### src/rtl/lane_agg_pkg.sv
package lane_agg_pkg;

    localparam int unsigned SLOTS_PER_FRAME = 8;
    localparam int unsigned LANE_BYTE_W     = 8;

    typedef enum logic {
        AGG_INTERLEAVE = 1'b0,
        AGG_PASS       = 1'b1
    } agg_mode_e;

    typedef struct packed {
        logic                   full;
        logic [LANE_BYTE_W-1:0] data;
    } lane_hold_t;

    function automatic logic hold_ready(input lane_hold_t h, input logic present);
        return h.full && present;
    endfunction

endpackage

### src/rtl/lane_agg_slot_ctrl.sv
module lane_agg_slot_ctrl
    import lane_agg_pkg::*;
#(
    parameter int unsigned NUM_SLOTS = SLOTS_PER_FRAME,
    localparam int unsigned SLOT_W   = $clog2(NUM_SLOTS)
) (
    input  logic              clk,
    input  logic              rst,
    input  agg_mode_e         mode_req_i,
    output logic [SLOT_W-1:0] slot_o,
    output agg_mode_e         mode_o,
    output logic              blank_o
);

    logic [SLOT_W-1:0] slot_q;
    agg_mode_e         mode_q;
    logic              blank_q;
    logic              last_slot;

    assign last_slot = (slot_q == SLOT_W'(NUM_SLOTS - 1));

    always_ff @(posedge clk) begin
        if (rst) begin
            slot_q  <= '0;
            mode_q  <= AGG_INTERLEAVE;
            blank_q <= 1'b1;
        end else begin
            slot_q <= last_slot ? '0 : slot_q + 1'b1;
            if (last_slot) begin
                mode_q  <= mode_req_i;
                blank_q <= 1'b0;
            end
        end
    end

    assign slot_o  = slot_q;
    assign mode_o  = mode_q;
    assign blank_o = blank_q;

    // the mode may only move on the frame's last slot
    p_mode_boundary_r10: assert property (@(posedge clk) disable iff (rst)
        (slot_q != SLOT_W'(NUM_SLOTS - 1)) |=> $stable(mode_q));

    // the blanking frame never reappears once it has ended
    p_blank_once_r1: assert property (@(posedge clk) disable iff (rst)
        !blank_q |=> !blank_q);

endmodule

### src/rtl/lane_agg_hold.sv
module lane_agg_hold
    import lane_agg_pkg::*;
(
    input  logic                   clk,
    input  logic                   rst,
    input  logic [LANE_BYTE_W-1:0] data_i,
    input  logic                   valid_i,
    input  logic                   present_i,
    input  logic                   capture_en_i,
    input  logic                   slot_hit_i,
    input  logic                   flush_i,
    output lane_hold_t             hold_o
);

    lane_hold_t hold_q;
    logic       take;

    assign take = valid_i && present_i && capture_en_i;

    always_ff @(posedge clk) begin
        if (rst || flush_i) begin
            hold_q.full <= 1'b0;
            hold_q.data <= '0;
        end else if (take) begin
            hold_q.full <= 1'b1;
            hold_q.data <= data_i;
        end else if (slot_hit_i) begin
            hold_q.full <= 1'b0;
        end
    end

    assign hold_o = hold_q;

    // an absent lane never fills an empty register
    p_absent_no_fill_r4: assert property (@(posedge clk) disable iff (rst)
        (!present_i && !hold_q.full) |=> !hold_q.full);

    // the register is empty after its slot unless a new byte arrived
    p_sent_clears_r5: assert property (@(posedge clk) disable iff (rst)
        (slot_hit_i && !valid_i) |=> !hold_q.full);

endmodule

### src/rtl/lane_agg_out_mux.sv
module lane_agg_out_mux
    import lane_agg_pkg::*;
#(
    parameter int unsigned NUM_SLOTS = SLOTS_PER_FRAME,
    localparam int unsigned SLOT_W   = $clog2(NUM_SLOTS)
) (
    input  logic                          clk,
    input  logic                          rst,
    input  lane_hold_t [NUM_SLOTS-1:0]    holds_i,
    input  logic [NUM_SLOTS-1:0]          present_i,
    input  logic [LANE_BYTE_W-1:0]        pass_data_i,
    input  logic                          pass_take_i,
    input  logic [SLOT_W-1:0]             slot_i,
    input  agg_mode_e                     mode_i,
    input  logic                          blank_i,
    input  logic                          filler_we_i,
    input  logic [LANE_BYTE_W-1:0]        filler_wdata_i,
    output logic [LANE_BYTE_W-1:0]        byte_o,
    output logic                          frame_start_o
);

    logic [LANE_BYTE_W-1:0] filler_q;
    logic [LANE_BYTE_W-1:0] byte_q;
    logic                   fs_q;
    logic [LANE_BYTE_W-1:0] next_byte;
    logic                   next_fs;
    lane_hold_t             cur_hold;

    assign cur_hold = holds_i[slot_i];

    always_comb begin
        next_fs   = 1'b0;
        next_byte = filler_q;
        if (mode_i == AGG_PASS) begin
            if (pass_take_i) next_byte = pass_data_i;
        end else begin
            next_fs = (slot_i == '0);
            if (!blank_i && hold_ready(cur_hold, present_i[slot_i])) begin
                next_byte = cur_hold.data;
            end
        end
    end

    always_ff @(posedge clk) begin
        if (rst) begin
            filler_q <= '0;
            byte_q   <= '0;
            fs_q     <= 1'b0;
        end else begin
            byte_q <= next_byte;
            fs_q   <= next_fs;
            if (filler_we_i) filler_q <= filler_wdata_i;
        end
    end

    assign byte_o        = byte_q;
    assign frame_start_o = fs_q;

    // the marker only ever follows slot 0
    p_marker_slot0_r2: assert property (@(posedge clk) disable iff (rst)
        fs_q |-> ($past(slot_i) == '0));

    // pass-through produces no marker
    p_pass_no_marker_r9: assert property (@(posedge clk) disable iff (rst)
        (mode_i == AGG_PASS) |=> !fs_q);

    // the blanking frame sends only filler
    p_blank_filler_r1: assert property (@(posedge clk) disable iff (rst)
        blank_i |=> (byte_q == $past(filler_q)));

    // an absent lane's slot carries filler
    p_absent_slot_filler_r4: assert property (@(posedge clk) disable iff (rst)
        ((mode_i == AGG_INTERLEAVE) && !present_i[slot_i]) |=> (byte_q == $past(filler_q)));

endmodule

### src/rtl/byte_lane_aggregator.sv
module byte_lane_aggregator
    import lane_agg_pkg::*;
#(
    parameter int unsigned NUM_SLOTS = SLOTS_PER_FRAME,
    localparam int unsigned SLOT_W   = $clog2(NUM_SLOTS),
    localparam int unsigned BUS_W    = NUM_SLOTS * LANE_BYTE_W
) (
    input  logic                   clk,
    input  logic                   rst,
    input  logic [BUS_W-1:0]       lane_data_i,
    input  logic [NUM_SLOTS-1:0]   lane_valid_i,
    input  logic [NUM_SLOTS-1:0]   lane_present_i,
    input  logic                   mode_sel_i,
    input  logic                   filler_we_i,
    input  logic [LANE_BYTE_W-1:0] filler_wdata_i,
    output logic [LANE_BYTE_W-1:0] agg_byte_o,
    output logic                   frame_start_o
);

    logic [SLOT_W-1:0]          slot;
    agg_mode_e                  mode;
    logic                       blank;
    logic                       capture_en;
    logic                       flush;
    lane_hold_t [NUM_SLOTS-1:0] holds;

    lane_agg_slot_ctrl #(.NUM_SLOTS(NUM_SLOTS)) slot_ctrl_i (
        .clk        (clk),
        .rst        (rst),
        .mode_req_i (agg_mode_e'(mode_sel_i)),
        .slot_o     (slot),
        .mode_o     (mode),
        .blank_o    (blank)
    );

    assign capture_en = (mode == AGG_INTERLEAVE) && !blank;
    assign flush      = (mode == AGG_PASS);

    for (genvar k = 0; k < NUM_SLOTS; k++) begin : g_lane
        lane_agg_hold hold_i (
            .clk          (clk),
            .rst          (rst),
            .data_i       (lane_data_i[k*LANE_BYTE_W +: LANE_BYTE_W]),
            .valid_i      (lane_valid_i[k]),
            .present_i    (lane_present_i[k]),
            .capture_en_i (capture_en),
            .slot_hit_i   (slot == SLOT_W'(k)),
            .flush_i      (flush),
            .hold_o       (holds[k])
        );
    end

    lane_agg_out_mux #(.NUM_SLOTS(NUM_SLOTS)) out_mux_i (
        .clk            (clk),
        .rst            (rst),
        .holds_i        (holds),
        .present_i      (lane_present_i),
        .pass_data_i    (lane_data_i[LANE_BYTE_W-1:0]),
        .pass_take_i    (lane_valid_i[0] && lane_present_i[0]),
        .slot_i         (slot),
        .mode_i         (mode),
        .blank_i        (blank),
        .filler_we_i    (filler_we_i),
        .filler_wdata_i (filler_wdata_i),
        .byte_o         (agg_byte_o),
        .frame_start_o  (frame_start_o)
    );

endmodule

### config.mk
export PLATFORM = sky130hd
export DESIGN_NAME = byte_lane_aggregator
export DESIGN_NICKNAME = d
export VERILOG_FILES = /design/src/rtl/lane_agg_pkg.sv /design/src/rtl/lane_agg_slot_ctrl.sv /design/src/rtl/lane_agg_hold.sv /design/src/rtl/lane_agg_out_mux.sv /design/src/rtl/byte_lane_aggregator.sv
export SDC_FILE = /design/constraint.sdc
export NUM_CORES = 1
export LEC_CHECK = 0
export BUFFER_PORTS_ARGS = -buffer_cell sky130_fd_sc_hd__buf_2
export CAP_MARGIN = 0
export CORE_MARGIN = 3
export CORE_UTILIZATION = 30
export CTS_CLUSTER_SIZE = 14
export DETAILED_ROUTE_END_ITERATION = 7
export MAX_ROUTING_LAYER = met4
export PLACE_DENSITY_LB_ADDON = 0.05
export SYNTH_ARGS = -nofsm -noshare
export SYNTH_HDL_FRONTEND = slang
export SYNTH_SLANG_ARGS = --single-unit
export TNS_END_PERCENT = 10
### constraint.sdc
create_clock -name clk -period 1.6 [get_ports clk]
set_input_delay 0.08 -clock clk [delete_from_list [all_inputs] [get_ports clk]]
set_output_delay 0.08 -clock clk [all_outputs]
set_load 0.05 [all_outputs]
==> summary.log, run 1 <==
[run_status] run status finished with violations
[run_status] failing checks negative hold slack, negative setup slack
[pwr] maximum VDD drop 0.466 mV
[final_layout] total area of multi-input combinational cells 2050 um2
[die] Die Footprint 15000 um2
[synth] register area share after synthesis 0.462
[synth] cell type contributing the most total cell area after synthesis sky130_fd_sc_hd__dfxtp_1
[synth] synthesis-stage register bit count 94
[global_route] Congestion Overflow GR 0
[timing] final slew viol count 0
[timing] Tcrit/Tclk final 1.03
[timing] clock period minus final worst setup slack 1.65 ns
[synth] average cell area after synthesis 8.60 um2
[global_route] total track usage 0.183
[setup_path] endpoint type of the worst setup path register
[clock_network] post-CTS clock slew at the launch and capture registers of the worst setup and hold paths 0.07 ns
[global_route] number of global-route vias before repair 3886
[final_layout] final design instance area without fill 5800 um2
[clock_network] total clock buffers created by CTS 9
[synth] Synth area leaders sky130_fd_sc_hd__dfxtp_1 46%, sky130_fd_sc_hd__nand2_1 16%, sky130_fd_sc_hd__a21oi_1 8.8%, sky130_fd_sc_hd__mux4_2 6.1%, sky130_fd_sc_hd__mux4_1 4.5%
[drt] post-detailed-route wirelength per cell 15.6 um
[setup_path] start of the worst register-to-register path slot_ctrl_i.slot_o[0]
[timing] Final Hold Viols 1
[synth] area of the mapped netlist 4080 um2
[place] Detail Placement HPWL 9290 um
[setup_path] depth of the worst register-to-register path 6
[timing] final setup vio count 8
[clock_network] depth of the CTS H-tree 3
[synth] ranking of synthesized cells by instance count 174 x sky130_fd_sc_hd__nand2_1, 94 x sky130_fd_sc_hd__dfxtp_1, 72 x sky130_fd_sc_hd__a21oi_1
[die] vertical extent of the die 123 um
[pwr] overall power after layout 5.00 mW
[synth] Yosys cell types 27
[setup_path] Crit. Startpoint slot_ctrl_i.slot_o[0]
[die] effective utilization at floorplan 0.315
[clock_network] master cell of the clock root buffer sky130_fd_sc_hd__clkbuf_16
[final_layout] sequential cell area 1880 um2
[timing] final worst slack -0.0454 ns
[timing] Max transition margin 0.733
[timing] unrepaired setup endpoints after global routing true
[die] Core ar. 12900 um2
[final_layout] number of nets at the end of the flow 738
[final_layout] final-layout fill cell count 1322
[pwr] Power Density 861 nW/um2
[die] ports placed on the boundary 101
[final_layout] number of standard cells in the final layout excluding fillers 817
[place] gp weighted congestion 0.783
[drt] routed via count 3820
[clock_network] clock tree from TritonCTS yes
[global_route] antenna violations before repair 0
[clock_network] CTS sink cnt 94
[pwr] Leak Pwr 2.28 nW
[worst_hold_path] launch point of the worst hold path lane_data_i[4]
[drt] final antenna-violating net count 0
[setup_path] worst endpoint data arrival time 1.87 ns
[worst_hold_path] classification of the worst-slack hold path in -> reg
[setup_path] register-to-register path setup slack -0.05 ns
[drt] routed wire length 12700 um
[final_layout] count of antenna diodes in the layout 0
[timing] Highest Clock Rate 0.608 GHz
[clock_network] Max clock buf depth 2
[timing] worst hold-check slack -0.000190 ns
[synth] post-synth top area share 0.462
[drt] detailed-router iteration count before antenna repair 4
[synth] synthesized net count 572
[drt] number of remaining DRC errors 0
[setup_path] Reg-to-Reg End out_mux_i.byte_o[7]
[run] Max-Cap Viols 0
[clock_network] source-to-sink clock delay at the later pin of the worst-skew pair 0.34 ns
[synth] post-synthesis instance total 474
[place] # placed instances 733
[place] area post-placement 4810 um2
[setup_path] data required time of the critical path 1.83 ns
[synth] Post-synth EDFFs 0
[global_route] largest net degree at the start of global routing 74
[drt] average via count per standard cell 4.68
[setup_path] type of origin of the critical path register
[setup_path] Critical Path Sink out_mux_i.byte_o[7]
[drt] detailed router's first-iteration violation count 212
[setup_path] maximum fanout along the worst path 12
[timing] Least-Margin Pin Slew 0.400 ns
[synth] fraction of synthesis flops using an asynchronous set or reset pin 0
[final_layout] share of post-route cells with drive strength above 1 0.236
[setup_path] critical path start-end classification reg -> reg
[place] count of buffers inserted at the top-level ports 100
[synth] ys flop type sky130_fd_sc_hd__dfxtp_1
[die] DIE WIDTH 123 um
[final_layout] area growth from synthesis to layout 42.4%
[die] Cell Rows 41
[timing] Clock Skew 0.00810 ns
[global_route] wire length of the first global-routing pass 20400 um
[synth] count of yosys warnings during synthesis 0
[synth] most common cell in the netlist sky130_fd_sc_hd__nand2_1
stage by stage:
step | hold WS (ns) | TNS (ns) | utilization | setup slack, ns
floorplan | 0.216 | -0.964 | - | -0.134
global placement | 0.322 | -0.319 | 0.372 | -0.0500
detailed placement | 0.321 | -0.586 | 0.372 | -0.112
CTS | 0.00118 | -0.238 | 0.448 | -0.0579
global route | 0.0130 | -0.760 | 0.449 | -0.106
finish | -0.000190 | -0.210 | 0.449 | -0.0454
critical path, stage by stage, from the launching register on:
cell                       delay [ns]
sky130_fd_sc_hd__dfxtp_2         0.34
sky130_fd_sc_hd__inv_4           0.07
sky130_fd_sc_hd__mux4_2          0.53
sky130_fd_sc_hd__o22ai_4         0.21
sky130_fd_sc_hd__buf_12          0.15
sky130_fd_sc_hd__nand4b_1        0.10
sky130_fd_sc_hd__o311a_1         0.14
cell families after synthesis:
family	count (synthesis)	synth area share
AND/OR/NAND/NOR	217	0.221
flip-flops	94	0.462
AO/OA/AOI/OAI	94	0.132
multiplexers	27	0.128
buffers and inverters	36	0.0387
adder cells (fa/ha/maj)	6	0.0184
registers in the layout, indices dropped and copies added (netlist names):
signal / flops
out_mux_i.byte_o: 8
slot_ctrl_i.blank_o: 1
slot_ctrl_i.slot_o: 3
g_lane.hold_i.hold_o: 72
out_mux_i.filler_q: 8
slot_ctrl_i.mode_o: 1
out_mux_i.frame_start_o: 1
how the worst min path moves through the flow:
stage / slack, ns / cells past startpoint / to
CTS: 0.001 / 3 / g_lane[0].hold_i.hold_o[4]
finish: -0.0002 / 3 / g_lane[0].hold_i.hold_o[4]
global route: 0.01 / 3 / g_lane[6].hold_i.hold_o[5]
detailed placement: 0.32 / 3 / out_mux_i.filler_q[3]
floorplan: 0.22 / 2 / g_lane[0].hold_i.hold_o[0]
global placement: 0.32 / 3 / g_lane[1].hold_i.hold_o[6]
layout by cell type (no fill, tap or decap), drive strengths merged, types with 7 or more instances in the layout:
cell type,count
a21oi,72
a31oi,8
and3,7
buf,118
clkbuf,13
dfxtp,94
dlygate4sd3,67
mux2i,9
mux4,18
nand2,174
nand3,7
nand4b,8
nor2,12
o311a,8
area by class of cell:
| type | instances | area share |
|---|---|---|
| clock buffer | 13 | 0.0466 |
| clock inverter | 3 | 0.00302 |
| inverter | 6 | 0.00431 |
| multi-input combinational | 344 | 0.353 |
| sequential | 94 | 0.324 |
| tap | 172 | 0.0371 |
| timing repair buffer | 185 | 0.232 |
timing repair:
item                                    in CTS  in global routing
cloned                                       0                  0
hold buffers                                67                  0
hold endpoints to repair                    67                  0
endpoints found under the setup margin       8                 24
buffers inserted                             1                  0
pin swaps                                    1                  0
resized for setup                            0                  3
report_power, final:
group	total (mW)	switching, mW	leakage [nW]	internal, mW
Clock	2.05	0.872	0.142	1.18
Combinational	0.547	0.255	1.38	0.293
Sequential	2.40	0.0271	0.760	2.37
routing by layer:
layer,share of wire,track usage,vias to the layer above
met5,0,-,-
met4,0.0062,0.0420,0
met3,0.038,0.0309,7
met2,0.43,0.267,88
met1,0.52,0.265,1772
li1,-,-,1953
No activity file was read; power rests on OpenSTA's default activity.
==> run 2, diff against run 1 <==
--- a/config.mk
+++ b/config.mk
@@ -13,6 +13,8 @@
 export DETAILED_ROUTE_END_ITERATION = 7
 export MAX_ROUTING_LAYER = met4
 export PLACE_DENSITY_LB_ADDON = 0.05
+export SETUP_SLACK_MARGIN = 0.05
+export SLEW_MARGIN = 20
 export SYNTH_ARGS = -nofsm -noshare
 export SYNTH_HDL_FRONTEND = slang
 export SYNTH_SLANG_ARGS = --single-unit
==> run 2 against run 1 <==
Compared with the run above: the run ends with negative setup slack left; combinational power is essentially flat; via count up 0.10%; fmax down 0.54%; worst setup slack got worse by 0.0089 ns; register-to-register slack about the same; sequential power is essentially flat; clock skew about the same; total power is 0.16% higher; first-iteration DRC count grew 11%; non-clock buffer count did not move; design area grew 0.28%.
==> summary.log, run 2 (synthesized netlist as in run 1, its figures left out) <==
[run_status] run status finished with violations
[run_status] failing checks negative setup slack
[setup_path] critical path start-end classification reg -> reg
[timing] Least-Margin Pin Slew 0.400 ns
[timing] clock period minus final worst setup slack 1.65 ns
[drt] detailed router's first-iteration violation count 236
[clock_network] master cell of the clock root buffer sky130_fd_sc_hd__clkbuf_16
[die] ports placed on the boundary 101
[setup_path] depth of the worst register-to-register path 6
[clock_network] post-CTS clock slew at the launch and capture registers of the worst setup and hold paths 0.07 ns
[global_route] largest net degree at the start of global routing 74
[global_route] wire length of the first global-routing pass 20400 um
[place] count of buffers inserted at the top-level ports 100
[die] Core ar. 12900 um2
[setup_path] start of the worst register-to-register path slot_ctrl_i.slot_o[0]
[clock_network] total clock buffers created by CTS 9
[place] area post-placement 4810 um2
[setup_path] worst endpoint data arrival time 1.88 ns
[setup_path] biggest cell delay along the critical path 0.53 ns
[final_layout] area growth from synthesis to layout 42.8%
[place] # placed instances 733
[place] Detail Placement HPWL 9290 um
[final_layout] count of antenna diodes in the layout 0
[final_layout] most common cell after layout, fill and taps aside sky130_fd_sc_hd__nand2_1
[timing] Max transition margin 0.733
[pwr] Leak Pwr 2.28 nW
[timing] Clock Skew 0.00802 ns
[pwr] Power Density 860 nW/um2
[timing] Highest Clock Rate 0.604 GHz
[clock_network] source-to-sink clock delay at the later pin of the worst-skew pair 0.34 ns
[place] Post-Place Worst Slack -0.112 ns
[pwr] maximum VDD drop 0.478 mV
[global_route] Congestion Overflow GR 0
[run] Max-Cap Viols 0
[pwr] overall power after layout 5.00 mW
[drt] detailed-router iteration count before antenna repair 4
[place] gp weighted congestion 0.783
[timing] Tcrit/Tclk final 1.03
[final_layout] leading cell types in the layout, fill and taps excluded 174 x sky130_fd_sc_hd__nand2_1, 100 x sky130_fd_sc_hd__buf_2, 93 x sky130_fd_sc_hd__dfxtp_1
[final_layout] share of post-route cells with drive strength above 1 0.243
[timing] unrepaired setup endpoints after global routing true
[drt] post-detailed-route wirelength per cell 15.6 um
[global_route] total track usage 0.183
[timing] final worst slack -0.0543 ns
[die] effective utilization at floorplan 0.315
[timing] Final Hold Viols 0
[final_layout] max reg flops 72
[timing] final setup vio count 8
[final_layout] number of standard cells in the final layout excluding fillers 817
[worst_hold_path] classification of the worst-slack hold path in -> reg
[global_route] number of global-route vias before repair 3886
[clock_network] depth of the CTS H-tree 3
[die] Die Footprint 15000 um2
[drt] final antenna-violating net count 0
[final_layout] number of nets at the end of the flow 738
[die] vertical extent of the die 123 um
[drt] routed wire length 12800 um
[final_layout] final standard cell utilization of the core 0.450
[die] DIE WIDTH 123 um
[setup_path] Worst path slowest cell sky130_fd_sc_hd__mux4_2
[final_layout] final-layout fill cell count 1322
[timing] worst hold-check slack 0.000473 ns
[worst_hold_path] number of cells on the worst hold path 3
[worst_hold_path] launch point of the worst hold path lane_data_i[4]
[drt] number of remaining DRC errors 0
[clock_network] clock tree from TritonCTS yes
[timing] final slew viol count 0
[global_route] antenna violations before repair 0
[drt] routed via count 3824
[setup_path] register-to-register path setup slack -0.05 ns
[setup_path] worst path cell trace inv_4, mux4_2, o22ai_4, buf_12, nand4b_1, o311a_1
[die] Cell Rows 41
[clock_network] CTS sink cnt 94
[setup_path] data required time of the critical path 1.83 ns
[worst_hold_path] Worst Hold Endpoint g_lane[0].hold_i.hold_o[4]
[timing] total negative slack -0.241 ns
[setup_path] type of origin of the critical path register
[setup_path] endpoint type of the worst setup path register
[setup_path] Reg-to-Reg End out_mux_i.byte_o[7]
[setup_path] maximum fanout along the worst path 12
[final_layout] final design instance area without fill 5820 um2
[drt] average via count per standard cell 4.68
[clock_network] Max clock buf depth 2
-- run 2: changes by cell type in the layout (fill, tap and decap cells not counted) --
cell	before	now
sky130_fd_sc_hd__ha_4	0	1
sky130_fd_sc_hd__and3_2	0	5
sky130_fd_sc_hd__and3_1	7	2
sky130_fd_sc_hd__ha_2	1	0
-- run 2: how the worst max path moves through the flow --
| stage | startpoint | to | slack [ns] |
|---|---|---|---|
| floorplan | slot_ctrl_i.slot_o[0] | out_mux_i.byte_o[7] | -0.13 |
| global placement | slot_ctrl_i.slot_o[0] | out_mux_i.byte_o[7] | -0.05 |
| detailed placement | slot_ctrl_i.slot_o[0] | out_mux_i.byte_o[7] | -0.11 |
| CTS | slot_ctrl_i.slot_o[0] | out_mux_i.byte_o[7] | -0.06 |
| global route | slot_ctrl_i.slot_o[0] | out_mux_i.byte_o[5] | -0.11 |
| finish | slot_ctrl_i.slot_o[0] | out_mux_i.byte_o[7] | -0.05 |
-- run 2: power breakdown --
group | switching [mW] | internal, mW
logic | 0.256 | 0.293
clock network | 0.878 | 1.18
registers | 0.0276 | 2.37
-- run 2: worst max-delay path: cells and delay by family (launching register included) --
family                 cells  cell delay [ns]
multiplexers               1             0.53
flip-flops                 1             0.34
AND/OR/NAND/NOR            1             0.10
buffers and inverters      2             0.22
AO/OA/AOI/OAI              2             0.35
-- run 2: what timing repair did --
item	4_1_cts	5_1_grt
endpoints found under the setup margin	8	53
buffers inserted	1	0
pin swaps	1	0
endpoints found under the hold margin	67	0
hold buffers	67	0
resized for setup	0	9
-- run 2: layout make-up --
class,count,area (um2),area share
Multi-Input combinational cell,344,2060,0.355
Sequential cell,94,1880,0.324
Timing Repair Buffer,185,1340,0.231
Clock buffer,13,270,0.0464
Tap cell,172,215,0.0370
Inverter,6,25.0,0.00430
Clock inverter,3,17.5,0.00301
-- run 2: per-layer routing --
metal	global-route usage	up-vias	routed length, um
met1	0.265	1773	6710
met2	0.267	86	5450
met3	0.0309	12	460
li1	-	1953	-
met5	-	-	0
met4	0.0420	0	133
==> run 3, diff against run 2 <==
--- a/config.mk
+++ b/config.mk
@@ -12,7 +12,6 @@
 export CTS_CLUSTER_SIZE = 14
 export DETAILED_ROUTE_END_ITERATION = 7
 export MAX_ROUTING_LAYER = met4
-export PLACE_DENSITY_LB_ADDON = 0.05
 export SETUP_SLACK_MARGIN = 0.05
 export SLEW_MARGIN = 20
 export SYNTH_ARGS = -nofsm -noshare
==> constraint.sdc (replaced) <==
create_clock -name clk -period 1.9 [get_ports clk]
set_input_delay 0.095 -clock clk [delete_from_list [all_inputs] [get_ports clk]]
set_output_delay 0.095 -clock clk [all_outputs]
set_load 0.05 [all_outputs]
==> run 3 against run 2 <==
Compared with the run above: the flow now finishes without violations; die area is the same; combinational power is 28% lower; utilization decreased by 3.2 points; critical path depth down 1; global-route usage decreased by 1.2 points; sequential share of layout area is 2.5 points higher; via count is 2.1% lower; register-to-register slack improved by 0.21 ns; wire length decreased by 5.9%; fmax decreased by 4.9%; critical path type unchanged.
==> summary.log, run 3 (synthesized netlist as in run 1, its figures left out) <==
[run_status] run status complete, no violations
[setup_path] depth of the worst register-to-register path 5
[final_layout] most common cell after layout, fill and taps aside sky130_fd_sc_hd__nand2_1
[pwr] maximum VDD drop 0.366 mV
[final_layout] count of antenna diodes in the layout 0
[timing] Least-Margin Pin Slew 0.411 ns
[timing] Final Hold Viols 0
[drt] routed wire length 12000 um
[global_route] wire length of the first global-routing pass 19100 um
[timing] unrepaired setup endpoints after global routing true
[timing] total negative slack 0 ns
[global_route] largest net degree at the start of global routing 38
[drt] detailed router's first-iteration violation count 202
[setup_path] endpoint type of the worst setup path register
[setup_path] type of origin of the critical path register
[setup_path] maximum fanout along the worst path 19
[place] # placed instances 724
[worst_hold_path] launch point of the worst hold path lane_data_i[60]
[timing] final worst slack 0.160 ns
[place] Post-Place Worst Slack 0.120 ns
[run] Max-Cap Viols 0
[global_route] number of global-route vias before repair 3754
[final_layout] area growth from synthesis to layout 32.5%
[clock_network] CTS sink cnt 94
[setup_path] register-to-register path setup slack 0.16 ns
[die] effective utilization at floorplan 0.315
[timing] final setup vio count 0
[clock_network] number of cells upsized or downsized after cts 0
[clock_network] Max clock buf depth 2
[clock_network] clock tree from TritonCTS yes
[timing] Clock Skew 0.00827 ns
[timing] clock period minus final worst setup slack 1.74 ns
[pwr] Leak Pwr 2.10 nW
[place] count of buffers inserted at the top-level ports 100
[die] vertical extent of the die 123 um
[drt] top layer used by detailed routing met4
[worst_hold_path] Worst Hold Endpoint g_lane[7].hold_i.hold_o[4]
[drt] post-detailed-route wirelength per cell 15.4 um
[die] ports placed on the boundary 101
[place] gp weighted congestion 0.829
[drt] routed via count 3742
[setup_path] data required time of the critical path 2.13 ns
[drt] average via count per standard cell 4.80
[setup_path] worst endpoint data arrival time 1.97 ns
[drt] number of remaining DRC errors 0
[die] Die Footprint 15000 um2
[timing] Max transition margin 0.726
[final_layout] number of standard cells in the final layout excluding fillers 779
[pwr] Power Density 756 nW/um2
[drt] M1 WL 5770 um
[clock_network] source-to-sink clock delay at the later pin of the worst-skew pair 0.35 ns
[die] DIE WIDTH 123 um
[worst_hold_path] number of cells on the worst hold path 3
[clock_network] master cell of the clock root buffer sky130_fd_sc_hd__clkbuf_16
[final_layout] leading cell types in the layout, fill and taps excluded 174 x sky130_fd_sc_hd__nand2_1, 100 x sky130_fd_sc_hd__buf_2, 94 x sky130_fd_sc_hd__dfxtp_1
[timing] Highest Clock Rate 0.575 GHz
[clock_network] post-CTS clock slew at the launch and capture registers of the worst setup and hold paths 0.07 ns
[drt] wire length on met3 573 um
[drt] final antenna-violating net count 0
[drt] detailed-router iteration count before antenna repair 4
[global_route] Congestion Overflow GR 0
[setup_path] start of the worst register-to-register path slot_ctrl_i.slot_o[0]
[final_layout] max reg flops 72
[global_route] antenna violations before repair 0
[global_route] total track usage 0.171
[worst_hold_path] classification of the worst-slack hold path in -> reg
[timing] Tcrit/Tclk final 0.916
[die] Core ar. 12900 um2
[clock_network] total clock buffers created by CTS 9
[place] Detail Placement HPWL 9230 um
[setup_path] Reg-to-Reg End out_mux_i.byte_o[2]
[final_layout] share of post-route cells with drive strength above 1 0.231
[drt] detailed-routed wire length on met2 5460 um
[final_layout] number of nets at the end of the flow 701
[setup_path] critical path start-end classification reg -> reg
[timing] final slew viol count 0
[clock_network] depth of the CTS H-tree 3
[die] Cell Rows 41
## run 3: final cells by class
cell class                 instances  area (um2)
inverter                           6        25.0
timing repair buffer             148         968
fill                            1327        7530
clock buffer                       9         225
multi-input combinational        344        2040
clock inverter                     6        48.8
sequential                        94        1880
tap                              172         215
## run 3: how the worst max path moves through the flow
stage	startpoint	end	slack, ns	depth (start not counted)
floorplan	slot_ctrl_i.slot_o[0]	out_mux_i.byte_o[7]	0.13	7
global placement	slot_ctrl_i.slot_o[0]	out_mux_i.byte_o[7]	0.17	5
detailed placement	slot_ctrl_i.slot_o[0]	out_mux_i.byte_o[2]	0.12	5
CTS	slot_ctrl_i.slot_o[0]	out_mux_i.byte_o[3]	0.1	5
global route	slot_ctrl_i.slot_o[0]	out_mux_i.byte_o[2]	0.03	5
finish	slot_ctrl_i.slot_o[0]	out_mux_i.byte_o[2]	0.16	5
## run 3: worst max-delay path, stage by stage (launching register included)
cell	delay [ns]
sky130_fd_sc_hd__dfxtp_1	0.38
sky130_fd_sc_hd__buf_4	0.32
sky130_fd_sc_hd__mux4_1	0.60
sky130_fd_sc_hd__nand2_1	0.09
sky130_fd_sc_hd__nand4b_1	0.11
sky130_fd_sc_hd__o311a_1	0.12
## run 3: metal layers
metal  vias to the layer above  global-route usage
li1                       1887                   -
met1                      1736               0.231
met2                       103               0.259
met3                        16              0.0309
met4                         0              0.0567
met5                         -                   -
## run 3: timing repair
action / CTS / global route
endpoints found under the setup margin: 0 / 8
endpoints found under the hold margin: 38 / 0
setup buffers: 0 / 2
hold buffers: 38 / 0
## run 3: per-stage QoR
stage / hold WS (ns) / total power, mW / util / cell area, um2
4_1_cts: 0.000995 / 4.12 / 0.416 / 5370
3_3_place_gp: 0.335 / 2.40 / 0.365 / 4720
2_1_floorplan: 0.231 / 2.24 / - / 4080
6_report: 0.00221 / 4.09 / 0.418 / 5400
5_1_grt: 0.00654 / 4.23 / 0.418 / 5400
3_5_place_dp: 0.345 / 2.40 / 0.365 / 4720
## run 3: where the power goes
| group | leakage (nW) | total, mW | internal [mW] | switching (mW) |
|---|---|---|---|---|
| clock | 0.124 | 1.67 | 0.888 | 0.783 |
| sequential | 0.760 | 2.02 | 2.00 | 0.0198 |
| combinational | 1.22 | 0.397 | 0.193 | 0.204 |
